$ cat src/rtl/chan_mailbox_pkg.sv
package chan_mailbox_pkg;

    localparam int WORD_W  = 32;
    localparam int CHAN_W  = 4;
    localparam int ADDR_W  = 6;

    // register offsets on the host bus
    localparam logic [ADDR_W-1:0] OFS_INBOX  = 6'h00;
    localparam logic [ADDR_W-1:0] OFS_FLAGS  = 6'h18;
    localparam logic [ADDR_W-1:0] OFS_OUTBOX = 6'h20;

    // bit positions inside the flags register
    localparam int FLG_OUT_FULL  = 31;
    localparam int FLG_IN_EMPTY  = 30;
    localparam int FLG_UNDERFLOW = 1;
    localparam int FLG_OVERFLOW  = 0;

    typedef enum logic [0:0] {
        BUS_IDLE = 1'b0,
        BUS_RESP = 1'b1
    } bus_state_e;

endpackage

$ cat src/rtl/chan_mailbox_fifo.sv
module chan_mailbox_fifo #(
    parameter int WIDTH = 32,
    parameter int DEPTH = 8
) (
    input  logic             clk,
    input  logic             rst_n,
    input  logic             push,
    input  logic [WIDTH-1:0] din,
    input  logic             pop,
    output logic [WIDTH-1:0] dout,
    output logic             full,
    output logic             empty
);
    localparam int AW = (DEPTH > 1) ? $clog2(DEPTH) : 1;
    localparam int CW = $clog2(DEPTH + 1);
    localparam logic [CW-1:0] CNT_MAX = CW'(DEPTH);
    localparam logic [AW-1:0] LAST    = AW'(DEPTH - 1);

    logic [WIDTH-1:0] mem [DEPTH];
    logic [AW-1:0]    wr_ptr, rd_ptr;
    logic [CW-1:0]    count;
    logic             do_push, do_pop;

    assign full    = (count == CNT_MAX);
    assign empty   = (count == '0);
    assign do_push = push && !full;
    assign do_pop  = pop && !empty;
    assign dout    = mem[rd_ptr];

    always_ff @(posedge clk) begin
        if (do_push) begin
            mem[wr_ptr] <= din;
        end
    end

    always_ff @(posedge clk) begin
        if (!rst_n) begin
            wr_ptr <= '0;
            rd_ptr <= '0;
            count  <= '0;
        end else begin
            if (do_push) begin
                wr_ptr <= (wr_ptr == LAST) ? '0 : wr_ptr + 1'b1;
            end
            if (do_pop) begin
                rd_ptr <= (rd_ptr == LAST) ? '0 : rd_ptr + 1'b1;
            end
            case ({do_push, do_pop})
                2'b10:   count <= count + 1'b1;
                2'b01:   count <= count - 1'b1;
                default: count <= count;
            endcase
        end
    end

    // occupancy never exceeds the queue depth
    assert_cnt_bound_R9: assert property (@(posedge clk) disable iff (!rst_n)
        count <= CNT_MAX);

    // a push into a full queue without a pop leaves the occupancy unchanged
    assert_full_holds_R7: assert property (@(posedge clk) disable iff (!rst_n)
        (push && full && !pop) |=> $stable(count));

endmodule

$ cat src/rtl/chan_mailbox_regs.sv
module chan_mailbox_regs
    import chan_mailbox_pkg::*;
(
    input  logic              clk,
    input  logic              rst_n,
    input  logic              bus_sel,
    input  logic              bus_we,
    input  logic [ADDR_W-1:0] bus_addr,
    input  logic [WORD_W-1:0] bus_wdata,
    output logic [WORD_W-1:0] bus_rdata,
    output logic              bus_rvalid,
    output logic              out_push,
    output logic [WORD_W-1:0] out_din,
    input  logic              out_full,
    output logic              in_pop,
    input  logic [WORD_W-1:0] in_dout,
    input  logic              in_empty
);
    bus_state_e        state_q, state_d;
    logic              acc_rd, acc_wr;
    logic              hit_inbox, hit_flags, hit_outbox;
    logic [WORD_W-1:0] flags_word, rd_mux;
    logic [WORD_W-1:0] rdata_q, last_q;
    logic              ovf_q, unf_q;

    assign acc_rd     = bus_sel && !bus_we;
    assign acc_wr     = bus_sel && bus_we;
    assign hit_inbox  = acc_rd && (bus_addr == OFS_INBOX);
    assign hit_flags  = acc_rd && (bus_addr == OFS_FLAGS);
    assign hit_outbox = acc_wr && (bus_addr == OFS_OUTBOX);

    assign in_pop   = hit_inbox;
    assign out_push = hit_outbox;
    assign out_din  = bus_wdata;

    always_comb begin
        flags_word                = '0;
        flags_word[FLG_OUT_FULL]  = out_full;
        flags_word[FLG_IN_EMPTY]  = in_empty;
        flags_word[FLG_UNDERFLOW] = unf_q;
        flags_word[FLG_OVERFLOW]  = ovf_q;
    end

    always_comb begin
        if (hit_inbox) begin
            rd_mux = in_empty ? last_q : in_dout;
        end else if (hit_flags) begin
            rd_mux = flags_word;
        end else begin
            rd_mux = '0;
        end
    end

    // next-state logic of the bus responder
    always_comb begin
        state_d = state_q;
        unique case (state_q)
            BUS_IDLE: state_d = acc_rd ? BUS_RESP : BUS_IDLE;
            BUS_RESP: state_d = acc_rd ? BUS_RESP : BUS_IDLE;
        endcase
    end

    // state register
    always_ff @(posedge clk) begin
        if (!rst_n) begin
            state_q <= BUS_IDLE;
        end else begin
            state_q <= state_d;
        end
    end

    // data path registers
    always_ff @(posedge clk) begin
        if (!rst_n) begin
            rdata_q <= '0;
            last_q  <= '0;
            ovf_q   <= 1'b0;
            unf_q   <= 1'b0;
        end else begin
            if (acc_rd) begin
                rdata_q <= rd_mux;
            end
            if (hit_inbox && !in_empty) begin
                last_q <= in_dout;
            end
            if (hit_flags) begin
                ovf_q <= 1'b0;
                unf_q <= 1'b0;
            end else begin
                if (hit_outbox && out_full) begin
                    ovf_q <= 1'b1;
                end
                if (hit_inbox && in_empty) begin
                    unf_q <= 1'b1;
                end
            end
        end
    end

    // outputs
    always_comb begin
        bus_rvalid = (state_q == BUS_RESP);
        bus_rdata  = rdata_q;
    end

    assert_rvalid_follows_R5: assert property (@(posedge clk) disable iff (!rst_n)
        (bus_sel && !bus_we) |=> bus_rvalid);

    assert_rvalid_quiet_R5: assert property (@(posedge clk) disable iff (!rst_n)
        !(bus_sel && !bus_we) |=> !bus_rvalid);

    assert_empty_repeat_R6: assert property (@(posedge clk) disable iff (!rst_n)
        (bus_sel && !bus_we && bus_addr == OFS_INBOX && in_empty)
        |=> (bus_rdata == $past(last_q)) && unf_q);

    assert_no_overflow_R7: assert property (@(posedge clk) disable iff (!rst_n)
        (bus_sel && bus_we && bus_addr == OFS_OUTBOX && out_full) |=> ovf_q);

    assert_flags_clear_R8: assert property (@(posedge clk) disable iff (!rst_n)
        (bus_sel && !bus_we && bus_addr == OFS_FLAGS) |=> (!ovf_q && !unf_q));

endmodule

$ cat src/rtl/chan_mailbox.sv
module chan_mailbox
    import chan_mailbox_pkg::*;
#(
    parameter int FIFO_DEPTH = 8
) (
    input  logic              clk,
    input  logic              rst_n,
    input  logic              bus_sel,
    input  logic              bus_we,
    input  logic [ADDR_W-1:0] bus_addr,
    input  logic [WORD_W-1:0] bus_wdata,
    output logic [WORD_W-1:0] bus_rdata,
    output logic              bus_rvalid,
    output logic              cp_out_valid,
    input  logic              cp_out_ready,
    output logic [WORD_W-1:0] cp_out_data,
    input  logic              cp_in_valid,
    output logic              cp_in_ready,
    input  logic [WORD_W-1:0] cp_in_data
);
    logic              out_push, out_full, out_empty;
    logic [WORD_W-1:0] out_din;
    logic              in_pop, in_full, in_empty;
    logic [WORD_W-1:0] in_dout;

    chan_mailbox_regs u_regs (
        .clk        (clk),
        .rst_n      (rst_n),
        .bus_sel    (bus_sel),
        .bus_we     (bus_we),
        .bus_addr   (bus_addr),
        .bus_wdata  (bus_wdata),
        .bus_rdata  (bus_rdata),
        .bus_rvalid (bus_rvalid),
        .out_push   (out_push),
        .out_din    (out_din),
        .out_full   (out_full),
        .in_pop     (in_pop),
        .in_dout    (in_dout),
        .in_empty   (in_empty)
    );

    // host to coprocessor
    chan_mailbox_fifo #(.WIDTH(WORD_W), .DEPTH(FIFO_DEPTH)) u_outq (
        .clk   (clk),
        .rst_n (rst_n),
        .push  (out_push),
        .din   (out_din),
        .pop   (cp_out_ready),
        .dout  (cp_out_data),
        .full  (out_full),
        .empty (out_empty)
    );

    // coprocessor to host
    chan_mailbox_fifo #(.WIDTH(WORD_W), .DEPTH(FIFO_DEPTH)) u_inq (
        .clk   (clk),
        .rst_n (rst_n),
        .push  (cp_in_valid),
        .din   (cp_in_data),
        .pop   (in_pop),
        .dout  (in_dout),
        .full  (in_full),
        .empty (in_empty)
    );

    assign cp_out_valid = !out_empty;
    assign cp_in_ready  = !in_full;

    // a stalled outbound word stays offered and unchanged
    assert_out_hold_R9: assert property (@(posedge clk) disable iff (!rst_n)
        (cp_out_valid && !cp_out_ready) |=> (cp_out_valid && $stable(cp_out_data)));

endmodule

$ cat config.mk
export PLATFORM = sky130hd
export DESIGN_NAME = chan_mailbox
export DESIGN_NICKNAME = d
export VERILOG_FILES = /design/src/rtl/chan_mailbox_pkg.sv /design/src/rtl/chan_mailbox_fifo.sv /design/src/rtl/chan_mailbox_regs.sv /design/src/rtl/chan_mailbox.sv
export SDC_FILE = /design/constraint.sdc
export NUM_CORES = 1
export LEC_CHECK = 0
export ABC_AREA = 0
export CORE_MARGIN = 2
export CORE_UTILIZATION = 58
export DETAILED_ROUTE_END_ITERATION = 16
export PLACE_DENSITY = 0.78
export SETUP_SLACK_MARGIN = 0.02
export SLEW_MARGIN = 30
export SYNTH_ARGS = -nofsm -noshare
export SYNTH_HDL_FRONTEND = slang
export SYNTH_SLANG_ARGS = --single-unit
$ cat constraint.sdc
create_clock -name clk -period 7.6 [get_ports clk]
set_input_delay 1.52 -clock clk [delete_from_list [all_inputs] [get_ports clk]]
set_output_delay 1.52 -clock clk [all_outputs]
set_load 0.1 [all_outputs]
After elaboration in Yosys (flattened, before gate mapping)
Memory sizes are Yosys's and may differ from the RTL's. A register that Yosys moved wholly into a read port is not among the register bits.
Index checks and enable logic that the tools add are counted.
{"block": "op_classes", "n_addsub": 8, "n_eq_ne": 12, "muxes": 18, "n_bitwise": 1, "reduce_logical": 22}
{"op": "$mux W32", "n": 3}
{"op": "$mux W3", "n": 8}
{"op": "$pmux W4 S2", "n": 2}
{"op": "$add A3 B1 Y3 const B", "n": 4}
{"op": "$eq A3 B3 Y1 const B", "n": 4}
{"op": "$logic_and A1 B1 Y1", "n": 11}
{"op": "$add A4 B1 Y4 const B", "n": 2}
{"op": "$eq A4 B4 Y1 const B", "n": 2}
{"op": "$logic_not A4 Y1", "n": 2}
{"op": "$sub A4 B1 Y4 const B", "n": 2}
{"op": "$eq A6 B5 Y1 const B", "n": 1}
{"op": "$eq A6 B6 Y1 const B", "n": 1}
{"op": "$logic_not A6 Y1", "n": 1}
{"op": "$logic_not A1 Y1", "n": 5}
{"op": "$mux W1", "n": 5}
{"op": "$eq A2 B1 Y1 const B", "n": 2}
{"op": "$eq A2 B2 Y1 const B", "n": 2}
{"op": "$reduce_bool A2 Y1", "n": 2}
{"op": "$reduce_or A2 Y1", "n": 1}
{"op": "$not A1 Y1", "n": 1}
{"block": "word_totals", "reg_bits": 87, "mem_bits_rw": 512, "output_inout_bits": 67, "wordCells": 74, "mem_count": 2}
{"memory": "u_inq.mem", "depth": 8, "word_bits": 32, "rd": 1, "rd_ports_with_merged_regs": 1, "wr": 1, "line_no": "chan_mailbox_fifo.sv:19", "source": "logic [WIDTH-1:0] mem [DEPTH];"}
{"memory": "u_outq.mem", "depth": 8, "word_bits": 32, "rd": 1, "rd_ports_with_merged_regs": 1, "wr": 1, "line_no": "chan_mailbox_fifo.sv:19"}

Logic depth before layout (Yosys ltp)
{"block": "depth", "word_depth": 6, "mapped_depth": 13, "ltp_nobuf": 10}

Cells and area by module
A second synthesis with hierarchy kept.
{"block": "unflattened", "hier_cells": 1263, "hier_area_um2": 24415.9}
{"mod": "chan_mailbox_fifo at u_outq", "n_inst": 1, "cells_each": 450, "area_per_inst_um2": 10496.3, "seq_area_each_um2": 7947.6}
{"mod": "chan_mailbox_fifo at u_inq", "n_inst": 1, "cells_each": 449, "area_per_inst_um2": 10490.1, "seq_area_each_um2": 7947.6}
{"mod": "chan_mailbox_regs", "n_inst": 1, "cells_each": 362, "area_per_inst_um2": 3422.0, "seq_area_each_um2": 1341.3}
{"mod": "chan_mailbox", "n_inst": 1, "cells_each": 2, "area_per_inst_um2": 7.5, "seq_area_each_um2": 0.0}

Worst setup path before layout
Ideal clock, no wire load.
{"block": "synth_path", "path_type": "register to register", "startpoint": "register u_inq.count[1]", "endpoint": "memory u_inq.mem[0][0] (enable)", "t_arrival_ns": 5.174, "required_time_ns": 7.097, "setup_slack_ns": 1.923, "stages_incl_launch_ff": 6, "synth_period_minus_slack_ns": 5.677, "path_cell_list": "dfxtp_1 > clkbuf_1 > or4b_2 > clkbuf_1 > nand2_1 > nor4_1"}
{"block": "synth_between", "elab_chain_len": 5}
{"element": "from (decl)", "line_no": "chan_mailbox_fifo.sv:21", "source": "logic [CW-1:0] count;"}
{"element": "from (signal assigned)", "line_no": "chan_mailbox_fifo.sv:49", "source": "2'b10: count <= count + 1'b1;"}
{"element": "from (signal assigned)", "line_no": "chan_mailbox_fifo.sv:50", "source": "2'b01: count <= count - 1'b1;"}
{"element": "from (signal assigned)", "line_no": "chan_mailbox_fifo.sv:51", "source": "default: count <= count;"}
{"element": "$eq A4 B4 Y1", "line_no": "chan_mailbox_fifo.sv:24", "source": "assign full = (count == CNT_MAX);"}
{"element": "$logic_not A1 Y1"}
{"element": "via cp_in_ready", "line_no": "chan_mailbox.sv:18", "source": "output logic cp_in_ready,"}
{"element": "$logic_and A1 B1 Y1", "line_no": "chan_mailbox_fifo.sv:26", "source": "assign do_push = push && !full;"}
{"element": "$mux W1", "line_no": "chan_mailbox_fifo.sv:31", "source": "if (do_push) begin"}
{"element": "$mux W1 (not written as such)", "line_no": "chan_mailbox_fifo.sv:32", "source": "mem[wr_ptr] <= din;"}
{"element": "to (decl)", "line_no": "chan_mailbox_fifo.sv:19"}
The timed path passes the listed nets, and every way through them passes these cells.

==> flow_summary.yaml <==
run_status:
  outcome: "finished, final reports clean"
clocking:
  cts.clk_slew.worst_paths_ps: 60
  postCtsResizedCells: 0
  cts.sinks: 605
  cts.htree.levels: 2
  cts_hold_buf: 0
  root_buffer: "clkbuf_16"
  clk_path_buf_depth: 3
  clkLatencyLatePin_ps: 620
  cts_made_buffers: 57
  cts_tree: "done"
  cts_setup_buffers: 0
placement:
  dp_hpwl_mm: 26.8
  port_buffers: 142
  place_ws_ps: 2560
  gp_congestion: 0.762
worst_setup_path:
  crit_arrival_ps: 3730
  crit_family: "buffers and inverters"
  r2r-end: "u_inq.count[2]"
  r2r_cells: 10
  start_kind: "register"
  crit_end: "cp_out_data[10]"
  crit_required_ps: 6080
  path_cells: "buf_4 > mux4_2 > mux2_2 > clkdlybuf4s50_1"
  cp_max_fo: 34
  path_class: "reg2out"
  cp.buffers_inverters: 2
  r2r_slack_ps: 4400
  crit_cells: 4
  timing.rr.start: "u_inq.count[0]"
  cp_slowest_cell: "clkdlybuf4s50_1"
  slowest_delay_ps: 990
  cp-end-kind: "output port"
power_and_ir_drop:
  seqPwrFrac_pct: 54.3
  leakage_nw: 8.50
  swShare_pct: 20.6
  p_int_w: 0.00535
  clkPwrFrac_pct: 41.6
  p_per_area_mw_per_mm2: 249
  comb_power_share_pct: 4.1
  vdd.ir_drop.worst_v: 0.000203
  switching_power_w: 0.00138
floorplanning:
  die_x_um: 203
  dieArea_mm2: 0.0411
  core_area_mm2: 0.0388
  die_h_um: 203
  ioPinCount: 143
  initial_core_util_pct: 59.1
  rows: 72
synthesis:
  yosys_warnings: 0
  synth.distinct_cells: 36
  synth_fp_nets: 1293
  yosysSeqAreaShare_pct: 75.2
  synth_ff_type: "edfxtp_1"
  synthArstFlopShare_pct: 0
  synth_edf_count: 512
  synthesis.area_mm2: 0.0229
  synth_cells: 1203
  ys_ff_latch: 605
  synth.avg_cell_area_um2: 19.1
global_route:
  grt_first_pass_wirelength_mm: 72.8
  grt_pass1_vias: 12400
  grt_usage_pct: 23.7
  antenna_found_initial: 3
  grt_overflow: 0
  grt_max_degree: 56
min_path:
  hp-class: "reg2reg"
finish:
  layout_common_cells: "edfxtp_1, clkdlybuf4s50_1, mux4_2, a21oi_1, dfxtp_1"
  nets: 1456
  layout_commonest_cell: "edfxtp_1"
  synthToLayoutAreaGrowth_pct: 17.7
  drive_above_1_share_pct: 23.9
timing:
  hold_viol_final: 0
  setup_viol: 0
  maxSlewHeadroom_pct: 31.1
  worst_pin_slew_ps: 1030
  rsz0062_at_grt: "no"
  min_period_ps: 5250
  finalSetupTns_ps: 0
  fin_skew_ps: 18.9
  finalMaxSlewViolations: 0
  fmax_ghz: 0.190
  min_period_over_period_pct: 69.1
  setup_ws_ps: 2350
routing:
  num_vias: 12000
  drc: 0
  drtIter0Drc: 921
  ant_nets: 0
  drt_first_pass_iters: 7
  routedWlPerCell_um: 25.0
  wirelength_mm: 48.2
  via_per_inst: 6.18
flow_run:
  maxCapViolCount: 0
power groups by stage:
| stage | Clock, W | Combinational [W] | Sequential, W |
|---|---|---|---|
| 2_1_floorplan | 0 | 0.0000836 | 0.00379 |
| 3_3_place_gp | 0 | 0.000267 | 0.00372 |
| 3_5_place_dp | 0 | 0.000276 | 0.00372 |
| 4_1_cts | 0.00284 | 0.000278 | 0.00365 |
| 5_1_grt | 0.00296 | 0.000294 | 0.00366 |
| 6_report | 0.00280 | 0.000278 | 0.00365 |
Yosys cell counts, drive strengths merged, types with 4 or more instances:
library cell	instances	area, um2
dfxtp	93	1860
clkbuf	46	173
mux2	64	721
buf	22	114
a21oi	111	556
edfxtp	512	15400
o21ai	39	195
or4	4	30.0
nand2	81	304
mux4	128	2880
ha	14	175
inv	4	15.0
nand2b	5	31.3
nand3	9	45.0
nor3	9	45.0
nor2	19	71.3
xor2	6	52.6
or3	7	43.8
sequential cells by signal, summed over array words and instances, names as in the netlist, 4 cells and up, named ones only:
| register | flops |
|---|---|
| u_outq.mem | 256 |
| u_regs.last_q | 32 |
| u_regs.bus_rdata | 32 |
| u_inq.count | 4 |
| u_outq.count | 4 |
| u_inq.mem | 256 |
logic make-up (layout without fill, tap and decap cells):
| group | count (synthesis) | after routing | share of synthesized area [%] |
|---|---|---|---|
| fa+ha+maj | 14 | 14 | 0.764 |
| simple gates | 153 | 153 | 3.13 |
| other cells | 0 | 2 | 0 |
| buf+inv | 73 | 283 | 1.34 |
| compound gates | 157 | 157 | 3.52 |
| mux | 195 | 195 | 15.8 |
| flops | 605 | 605 | 75.2 |
| xor+xnor | 6 | 6 | 0.229 |
layout make-up:
cell class              instances  area (um2)
inverters                       5        21.3
clock buffers                  81        1620
fillers                      2377       11800
flip-flops and latches        605       17200
repair buffers                172        1690
multi-input cells             525        5510
well taps                     518         648
diodes                          2        5.00
clock inverters                25         248
through the flow:
stage	hold WS [ps]	util [%]	instance area (um2)	power, W	std cells
floorplan	436	-	22900	0.00387	1203
global placement	442	64.5	25000	0.00399	1821
detailed placement	447	64.7	25100	0.00400	1824
CTS	456	69.5	27000	0.00677	1930
global route	478	69.5	27000	0.00691	1933
finish	457	69.5	27000	0.00673	1933
tightest hold or removal path: stages (launching register included):
cell and delay, ps:
dfxtp_1 310, nand2_1 50, a21oi_1 50
worst min path at each step:
stage	start	end	slack (ps)	cells past startpoint
after floorplan	u_regs.last_q[30]	u_regs.last_q[30]	440	2
after global placement	u_regs.last_q[14]	u_regs.last_q[14]	440	2
after detailed placement	u_regs.last_q[4]	u_regs.last_q[4]	450	2
after CTS	u_regs.last_q[4]	u_regs.last_q[4]	460	2
after global routing	u_regs.last_q[24]	u_regs.last_q[24]	480	2
final	u_regs.last_q[4]	u_regs.last_q[4]	460	2
metal layers:
metal,GRT usage (%),part of all wire [%]
met5,0,0.027
met4,7.82,2.4
met3,4.54,7.3
met2,39.9,51
met1,31.5,39
(Power assumes the default switching activity.)
